===== src/rtl/radio_pkg.sv =====
package radio_pkg;

    localparam int ADDR_W = 7;
    localparam int DATA_W = 8;

    // register addresses the host decodes
    localparam logic [ADDR_W-1:0] A_PORT   = 7'h00;
    localparam logic [ADDR_W-1:0] A_MODE   = 7'h01;
    localparam logic [ADDR_W-1:0] A_PTR    = 7'h0D;
    localparam logic [ADDR_W-1:0] A_TXBASE = 7'h0E;
    localparam logic [ADDR_W-1:0] A_RXBASE = 7'h0F;
    localparam logic [ADDR_W-1:0] A_RXCUR  = 7'h10;
    localparam logic [ADDR_W-1:0] A_EVENT  = 7'h12;
    localparam logic [ADDR_W-1:0] A_RXCNT  = 7'h13;
    localparam logic [ADDR_W-1:0] A_PLEN   = 7'h22;
    localparam logic [ADDR_W-1:0] A_ID     = 7'h42;

    // mode codes
    localparam logic [2:0] MC_SLEEP = 3'd0;
    localparam logic [2:0] MC_STBY  = 3'd1;
    localparam logic [2:0] MC_TX    = 3'd3;

    // event register layout
    localparam int                EV_TXDONE = 3;
    localparam logic [DATA_W-1:0] EV_MASK   = 8'hE8;

    typedef enum logic [2:0] {
        FR_IDLE,
        FR_ADDR,
        FR_LOAD,
        FR_DATA,
        FR_COMMIT,
        FR_HOLD
    } frame_state_t;

    typedef enum logic [0:0] {
        TX_IDLE,
        TX_SEND
    } tx_state_t;

endpackage


===== src/rtl/spi_sync.sv =====
module spi_sync #(
    parameter int          STAGES  = 2,
    parameter int          W       = 3,
    parameter logic [W-1:0] RST_VAL = '0
) (
    input  logic         clk,
    input  logic         rst_n,
    input  logic [W-1:0] d,
    output logic [W-1:0] q
);
    logic [STAGES-1:0][W-1:0] chain_q;

    always_ff @(posedge clk or negedge rst_n) begin
        if (!rst_n) chain_q <= {STAGES{RST_VAL}};
        else        chain_q <= {chain_q[STAGES-2:0], d};
    end

    assign q = chain_q[STAGES-1];
endmodule


===== src/rtl/spi_frame.sv =====
module spi_frame
    import radio_pkg::*;
(
    input  logic              clk,
    input  logic              rst_n,
    input  logic              sck_s,
    input  logic              csn_s,
    input  logic              mosi_s,
    input  logic [DATA_W-1:0] rdata,
    output logic              rd_stb,
    output logic              wr_stb,
    output logic [ADDR_W-1:0] addr,
    output logic [DATA_W-1:0] wdata,
    output logic              miso
);
    frame_state_t      state_q, state_d;
    logic              sck_d;
    logic              rise, fall;
    logic [2:0]        bit_q;
    logic [DATA_W-1:0] rx_sh_q, tx_sh_q;
    logic              is_wr_q;
    logic              miso_q;

    assign rise = sck_s & ~sck_d;
    assign fall = ~sck_s & sck_d;

    // state register
    always_ff @(posedge clk or negedge rst_n) begin
        if (!rst_n) state_q <= FR_IDLE;
        else        state_q <= state_d;
    end

    always_comb begin
        state_d = state_q;
        unique case (state_q)
            FR_IDLE:   if (!csn_s) state_d = FR_ADDR;
            FR_ADDR:   if (csn_s) state_d = FR_IDLE;
                       else if (rise && bit_q == 3'd7) state_d = is_wr_q ? FR_DATA : FR_LOAD;
            FR_LOAD:   state_d = csn_s ? FR_IDLE : FR_DATA;
            FR_DATA:   if (csn_s) state_d = FR_IDLE;
                       else if (rise && bit_q == 3'd7) state_d = is_wr_q ? FR_COMMIT : FR_HOLD;
            FR_COMMIT: state_d = csn_s ? FR_IDLE : FR_HOLD;
            FR_HOLD:   if (csn_s) state_d = FR_IDLE;
            default:   state_d = FR_IDLE;
        endcase
    end

    // outputs
    always_comb begin
        rd_stb = (state_q == FR_LOAD);
        wr_stb = (state_q == FR_COMMIT);
    end

    // shift datapath
    always_ff @(posedge clk or negedge rst_n) begin
        if (!rst_n) begin
            sck_d   <= 1'b0;
            bit_q   <= '0;
            rx_sh_q <= '0;
            tx_sh_q <= '0;
            is_wr_q <= 1'b0;
            addr    <= '0;
            wdata   <= '0;
            miso_q  <= 1'b0;
        end else begin
            sck_d <= sck_s;
            if (state_q == FR_IDLE) begin
                bit_q   <= '0;
                tx_sh_q <= '0;
            end else if (rise && (state_q == FR_ADDR || state_q == FR_DATA)) begin
                bit_q   <= bit_q + 3'd1;
                rx_sh_q <= {rx_sh_q[DATA_W-2:0], mosi_s};
                if (state_q == FR_ADDR && bit_q == 3'd0) is_wr_q <= mosi_s;
                if (state_q == FR_ADDR && bit_q == 3'd7) addr <= {rx_sh_q[ADDR_W-2:0], mosi_s};
                if (state_q == FR_DATA && bit_q == 3'd7) wdata <= {rx_sh_q[DATA_W-2:0], mosi_s};
            end
            if (state_q == FR_LOAD) tx_sh_q <= rdata;
            if (csn_s) begin
                miso_q <= 1'b0;
            end else if (fall && state_q == FR_DATA) begin
                miso_q  <= tx_sh_q[DATA_W-1];
                tx_sh_q <= {tx_sh_q[DATA_W-2:0], 1'b0};
            end
        end
    end

    assign miso = miso_q;

    AST_MISO_ON_FALL: assert property (@(posedge clk) disable iff (!rst_n) !$stable(miso_q) |-> $past(fall || csn_s));
    AST_STROBE_NEEDS_SELECT: assert property (@(posedge clk) disable iff (!rst_n) $rose(wr_stb) |-> $past(!csn_s));
endmodule


===== src/rtl/reg_core.sv =====
module reg_core
    import radio_pkg::*;
#(
    parameter int                BYTE_CYCLES = 16,
    parameter logic [DATA_W-1:0] CHIP_ID     = 8'h12
) (
    input  logic              clk,
    input  logic              rst_n,
    input  logic              rd_stb,
    input  logic              wr_stb,
    input  logic [ADDR_W-1:0] addr,
    input  logic [DATA_W-1:0] wdata,
    output logic [DATA_W-1:0] rdata
);
    localparam int BUF_DEPTH = 1 << DATA_W;
    localparam int TMR_W     = $clog2(BYTE_CYCLES + 1);
    localparam logic [TMR_W-1:0] TMR_LAST = TMR_W'(BYTE_CYCLES - 1);

    logic [DATA_W-1:0] pkt_mem [BUF_DEPTH];
    logic [DATA_W-1:0] ptr_q, txbase_q, rxbase_q, plen_q, event_q, sent_q;
    logic              lr_q;
    logic [2:0]        code_q;
    logic [TMR_W-1:0]  tmr_q;
    tx_state_t         tx_q, tx_d;
    logic              tx_done;
    logic              wr_hit_port;

    assign wr_hit_port = wr_stb && addr == A_PORT;

    // transmit state register
    always_ff @(posedge clk or negedge rst_n) begin
        if (!rst_n) tx_q <= TX_IDLE;
        else        tx_q <= tx_d;
    end

    always_comb begin
        tx_d = tx_q;
        unique case (tx_q)
            TX_IDLE: if (code_q == MC_TX) tx_d = TX_SEND;
            TX_SEND: if (code_q != MC_TX || tx_done) tx_d = TX_IDLE;
            default: tx_d = TX_IDLE;
        endcase
    end

    // transmit outputs
    always_comb begin
        tx_done = (tx_q == TX_SEND) && (code_q == MC_TX) && (sent_q == plen_q);
    end

    always_ff @(posedge clk or negedge rst_n) begin
        if (!rst_n) begin
            tmr_q  <= '0;
            sent_q <= '0;
        end else if (tx_q != TX_SEND) begin
            tmr_q  <= '0;
            sent_q <= '0;
        end else if (tmr_q == TMR_LAST) begin
            tmr_q  <= '0;
            sent_q <= sent_q + 1'b1;
        end else begin
            tmr_q <= tmr_q + 1'b1;
        end
    end

    // host-visible registers
    always_ff @(posedge clk or negedge rst_n) begin
        if (!rst_n) begin
            ptr_q    <= '0;
            txbase_q <= '0;
            rxbase_q <= '0;
            plen_q   <= '0;
            event_q  <= '0;
            lr_q     <= 1'b0;
            code_q   <= MC_STBY;
        end else begin
            if ((wr_stb || rd_stb) && addr == A_PORT) ptr_q <= ptr_q + 1'b1;
            if (wr_stb) begin
                unique case (addr)
                    A_PTR:    ptr_q    <= wdata;
                    A_TXBASE: txbase_q <= wdata;
                    A_RXBASE: rxbase_q <= wdata;
                    A_PLEN:   plen_q   <= wdata;
                    A_MODE:   begin
                                  lr_q   <= wdata[7];
                                  code_q <= wdata[2:0];
                              end
                    default:  ;
                endcase
            end
            event_q <= ((event_q & ~((wr_stb && addr == A_EVENT) ? wdata : '0))
                        | (tx_done ? (DATA_W'(1) << EV_TXDONE) : '0)) & EV_MASK;
            if (tx_done) code_q <= MC_STBY;
        end
    end

    always_ff @(posedge clk) begin
        if (wr_hit_port) pkt_mem[ptr_q] <= wdata;
    end

    always_comb begin
        case (addr)
            A_PORT:   rdata = pkt_mem[ptr_q];
            A_MODE:   rdata = {lr_q, 4'b0000, code_q};
            A_PTR:    rdata = ptr_q;
            A_TXBASE: rdata = txbase_q;
            A_RXBASE: rdata = rxbase_q;
            A_EVENT:  rdata = event_q;
            A_PLEN:   rdata = plen_q;
            A_ID:     rdata = CHIP_ID;
            default:  rdata = '0;
        endcase
    end

    AST_DONE_TO_STANDBY: assert property (@(posedge clk) disable iff (!rst_n) tx_done |=> (code_q == MC_STBY && event_q[EV_TXDONE]));
    AST_ABANDON_IDLE: assert property (@(posedge clk) disable iff (!rst_n) (tx_q == TX_SEND && code_q != MC_TX) |=> (tx_q == TX_IDLE));
    AST_EVENT_W1C: assert property (@(posedge clk) disable iff (!rst_n) (wr_stb && addr == A_EVENT && !tx_done) |=> ((event_q & $past(wdata)) == '0));
    AST_PTR_STEP: assert property (@(posedge clk) disable iff (!rst_n) ((wr_stb || rd_stb) && addr == A_PORT) |=> (ptr_q == DATA_W'($past(ptr_q) + 1'b1)));
endmodule


===== src/rtl/radio_regbank.sv =====
module radio_regbank
    import radio_pkg::*;
#(
    parameter int BYTE_CYCLES = 16,
    parameter int SYNC_STAGES = 2
) (
    input  logic clk,
    input  logic rst_n,
    input  logic spi_sck,
    input  logic spi_csn,
    input  logic spi_mosi,
    output logic spi_miso
);
    logic              sck_s, csn_s, mosi_s;
    logic              rd_stb, wr_stb;
    logic [ADDR_W-1:0] addr;
    logic [DATA_W-1:0] wdata, rdata;

    spi_sync #(.STAGES(SYNC_STAGES), .W(3), .RST_VAL(3'b010)) u_sync (
        .clk   (clk),
        .rst_n (rst_n),
        .d     ({spi_sck, spi_csn, spi_mosi}),
        .q     ({sck_s, csn_s, mosi_s})
    );

    spi_frame u_frame (
        .clk    (clk),
        .rst_n  (rst_n),
        .sck_s  (sck_s),
        .csn_s  (csn_s),
        .mosi_s (mosi_s),
        .rdata  (rdata),
        .rd_stb (rd_stb),
        .wr_stb (wr_stb),
        .addr   (addr),
        .wdata  (wdata),
        .miso   (spi_miso)
    );

    reg_core #(.BYTE_CYCLES(BYTE_CYCLES), .CHIP_ID(8'h12)) u_core (
        .clk    (clk),
        .rst_n  (rst_n),
        .rd_stb (rd_stb),
        .wr_stb (wr_stb),
        .addr   (addr),
        .wdata  (wdata),
        .rdata  (rdata)
    );
endmodule


===== config.mk =====
export PLATFORM = sky130hd
export DESIGN_NAME = radio_regbank
export DESIGN_NICKNAME = d
export VERILOG_FILES = /design/src/rtl/radio_pkg.sv /design/src/rtl/spi_sync.sv /design/src/rtl/spi_frame.sv /design/src/rtl/reg_core.sv /design/src/rtl/radio_regbank.sv
export SDC_FILE = /design/constraint.sdc
export NUM_CORES = 2
export LEC_CHECK = 0
export BUFFER_PORTS_ARGS = -buffer_cell sky130_fd_sc_hd__buf_2
export CAP_MARGIN = 20
export CORE_MARGIN = 3
export CORE_UTILIZATION = 30
export DETAILED_ROUTE_END_ITERATION = 10
export REMOVE_ABC_BUFFERS = 1
export SLEW_MARGIN = 20
export SYNTH_ARGS = -nofsm -noshare
export SYNTH_HDL_FRONTEND = slang
export SYNTH_SLANG_ARGS = --single-unit

===== constraint.sdc =====
create_clock -name clk -period 10.93 [get_ports clk]
set_input_delay 0.5465 -clock clk [delete_from_list [all_inputs] [get_ports clk]]
set_output_delay 0.5465 -clock clk [all_outputs]
set_load 0.02 [all_outputs]

==> reports/summary.json <==
{
  "cts": {
    "postCtsSetupRepairBufs": 0,
    "clkSinkCount": 2147,
    "cts_tree": "yes",
    "cts-root-to-sink-buffers": 3,
    "cts_inserted_buffers": 214,
    "clock_root_buffer": "clkbuf_16",
    "number_of_h_tree_branching_levels": 4,
    "clk_transition_reported_paths_ps": 60,
    "worstSkewPairLatency_ps": 850
  },
  "sta": {
    "clock-skew-final_ps": 31.5,
    "setup-violations-final": 0,
    "final.min_clock_period_ps": 5360,
    "final_min_period_over_clock_period_pct": 49.0,
    "maxSlewViolCount": 0,
    "hold_viol_final": 0,
    "rsz0062_at_grt": "no",
    "timing_worst_slew_pin_value_ps": 1210,
    "max_slew_margin_pct": 18.5,
    "finalWorstSetupSlack_ps": 5570,
    "fin_setup_tns_ps": 0,
    "maxClockFrequency_ghz": 0.187
  },
  "cells_and_area": {
    "final_cell_count_without_fillers": 8024,
    "syn2layout_area_growth_pct": 13.4,
    "final_core_util_pct": 34.3,
    "commonest_non_fill_non_tap_cell_in_the_layout": "edfxtp_1",
    "layout.cells.most_common_list": "edfxtp_1 (2048), mux4_2 (483), nor2_1 (316)",
    "final_net_count": 4145,
    "share_of_post_route_cells_with_drive_strength_above_1_pct": 22.7
  },
  "place": {
    "detailed_place_hpwl_um": 120000,
    "pre_cts_ws_ps": 5590,
    "placed_cells_incl_taps": 7614,
    "input_output_buffers": 5,
    "gp_congestion": 0.856
  },
  "logic_synthesis": {
    "synth-async-reset-ratio_pct": 4.61,
    "yosysSeqAreaShare_pct": 76.2,
    "synth.mux.area_fraction_pct": 16.2,
    "synth_ff_type": "edfxtp_1",
    "synth_compound_gate_area_share_pct": 2.65,
    "post_synth_num_cell_types": 58,
    "main_combinational_cell_family_by_area_after_synthesis": "multiplexers",
    "synth-simple-area-share_pct": 2.91,
    "yosys.area_share.xor_xnor_pct": 0.271,
    "synth.cell_area_um2": 84000,
    "yosys.area.top_type": "edfxtp_1",
    "synth_cells": 4079,
    "ys_warn_count": 0,
    "number_of_synthesized_flops_with_an_enable_pin": 2048,
    "synth_area_per_cell_um2": 20.6,
    "synth-seq-cells": 2147,
    "yosys.area.top_type_share_pct": 73.2,
    "netlist_top_cells_area": "edfxtp_1 (73%), mux4_2 (13%), dfrtp_1 (2.9%)",
    "synthAdderAreaFrac_pct": 0.134
  },
  "critical_path": {
    "crit_path_start_kind": "flip-flop",
    "criticalPathCategory": "flip-flop to flip-flop",
    "arrival_time_worst_endpoint_ps": 6070,
    "critical_path.endpoint_type": "flip-flop",
    "required_ps": 11640,
    "critical_path_peak_fanout": 59
  },
  "die": {
    "core_um2": 277000,
    "rows": 193,
    "initial_utilization_pct": 30.3,
    "die_width_um": 535,
    "die_height_um": 535,
    "die_area_um2": 286000,
    "floorplan.io_pins": 6
  },
  "power": {
    "p_per_area_nw_per_um2": 171,
    "pleak_nw": 31.1,
    "totalPowerFinal_mw": 16.3,
    "power.ir.vdd_worst_mv": 0.144
  },
  "global_routing": {
    "groute.usage.overall_pct": 14.0,
    "overflow": 0,
    "grt_start_max_net_pins": 232,
    "wire_length_of_the_first_global_routing_pass_um": 298000,
    "grt_antenna_before_repair": 7,
    "grt_pass1_vias": 41500
  },
  "detailed_routing": {
    "final_antenna_net_count": 0,
    "drt_wl_total_um": 204000,
    "drt-vias-per-instance": 5.07,
    "detail_route.first_pass.iterations": 6,
    "drcViolationCount": 0,
    "routed_wirelength_normalized_by_instance_count_um": 25.4,
    "dr_total_vias": 40700,
    "initialDrtViolationCount": 4665
  },
  "worst_hold_path": {
    "hold_class": "primary input to asynchronous set/reset pin"
  },
  "flow_run": {
    "max_cap_viol_count": 0
  },
  "status": {
    "run_status": "finished clean"
  }
}
[sequential cells by signal, summed over array words and instances (netlist names), 8 cells and up]
register / count
u_core.sent_q: 8
u_core.ptr_q: 8
u_frame.wdata: 8
u_core.plen_q: 8
u_frame.tx_sh_q: 8
u_core.txbase_q: 8
u_core.rxbase_q: 8
u_core.pkt_mem: 2048
[area by class of cell]
type | instances | area (um2)
Antenna cell | 3 | 7.51
Clock buffer | 270 | 5760
Clock inverter | 131 | 1350
Fill cell | 25600 | 182000
Inverter | 17 | 68.8
Multi-Input combinational cell | 1677 | 18700
Sequential cell | 2147 | 64000
Tap cell | 3705 | 4640
Timing Repair Buffer | 74 | 693
[metrics by stage]
step           area [um2]  hold WS (ps)
2_1_floorplan       82700           251
3_3_place_gp        88000           344
3_5_place_dp        88100           336
4_1_cts             95200           253
5_1_grt             95300           322
6_report            95300           298
[repair_timing]
action	in CTS	in global routing
resized for setup	0	0
hold buffers	4	0
hold endpoints to repair	44	0
endpoints found under the setup margin	0	0
[per-layer routing]
| layer | up-vias | part of all wire, % | wire length [um] | GRT usage, % |
|---|---|---|---|---|
| met2 | 1660 | 47 | 95400 | 21.7 |
| met3 | 325 | 8.0 | 16300 | 2.92 |
| met5 | - | 0.014 | 28 | 0 |
| li1 | 17000 | - | - | - |
| met1 | 21700 | 42 | 86000 | 19.8 |
| met4 | 4 | 2.9 | 6000 | 4.51 |
[where the power goes]
part | internal [mW] | leakage [nW] | switching [mW] | total, mW
clock | 4.26 | 3.50 | 3.12 | 7.38
combinational | 0.0122 | 4.92 | 0.0132 | 0.0254
sequential | 8.89 | 22.7 | 0.0127 | 8.90
total | 13.2 | 31.1 | 3.15 | 16.3
[cell families (layout without fill, tap and decap cells)]
group           after synthesis  in the layout
mux                         749            749
other cells                   0              3
simple gates                558            558
flops                      2147           2147
compound gates              335            335
buf+inv                     255            492
xor+xnor                     26             26
fa+ha+maj                     9              9
[synthesized netlist by cell type, drive strengths merged, types with 35 or more instances]
cell type and instances:
a21oi 54, a22oi 99, buf 133, clkbuf 105, dfrtp 96, edfxtp 2048
mux2 55, mux2i 210, mux4 484, nand2 78, nand3 35, nor2 329
o22ai 63
[worst paths after layout]
kind / from / to / slack [ps] / depth (start not counted)
hold reg to reg: u_sync.chain_q[0] / u_sync.q[0] / 350 / 0
setup reg to reg: u_core.ptr_q[1] / u_frame.tx_sh_q[0] / 5570 / 10
min in group clk: u_sync.chain_q[0] / u_sync.q[0] / 350 / 0
setup / recovery: u_core.ptr_q[1] / u_frame.tx_sh_q[0] / 5570 / 10
hold / removal: rst_n / u_frame.miso / 300 / 2
max in group asynchronous: rst_n / u_core.ptr_q[1] / 9330 / 3
[critical path, stage by stage (launching register included)]
cell and delay, ps:
dfrtp_4 790, buf_4 720, buf_4 890, buf_4 760, mux4_2 410, a22oi_1 360
a21oi_1 180, or4_1 430, a22oi_1 320, and2_1 210, o31ai_1 70
Power figures use the tool's default switching activity.
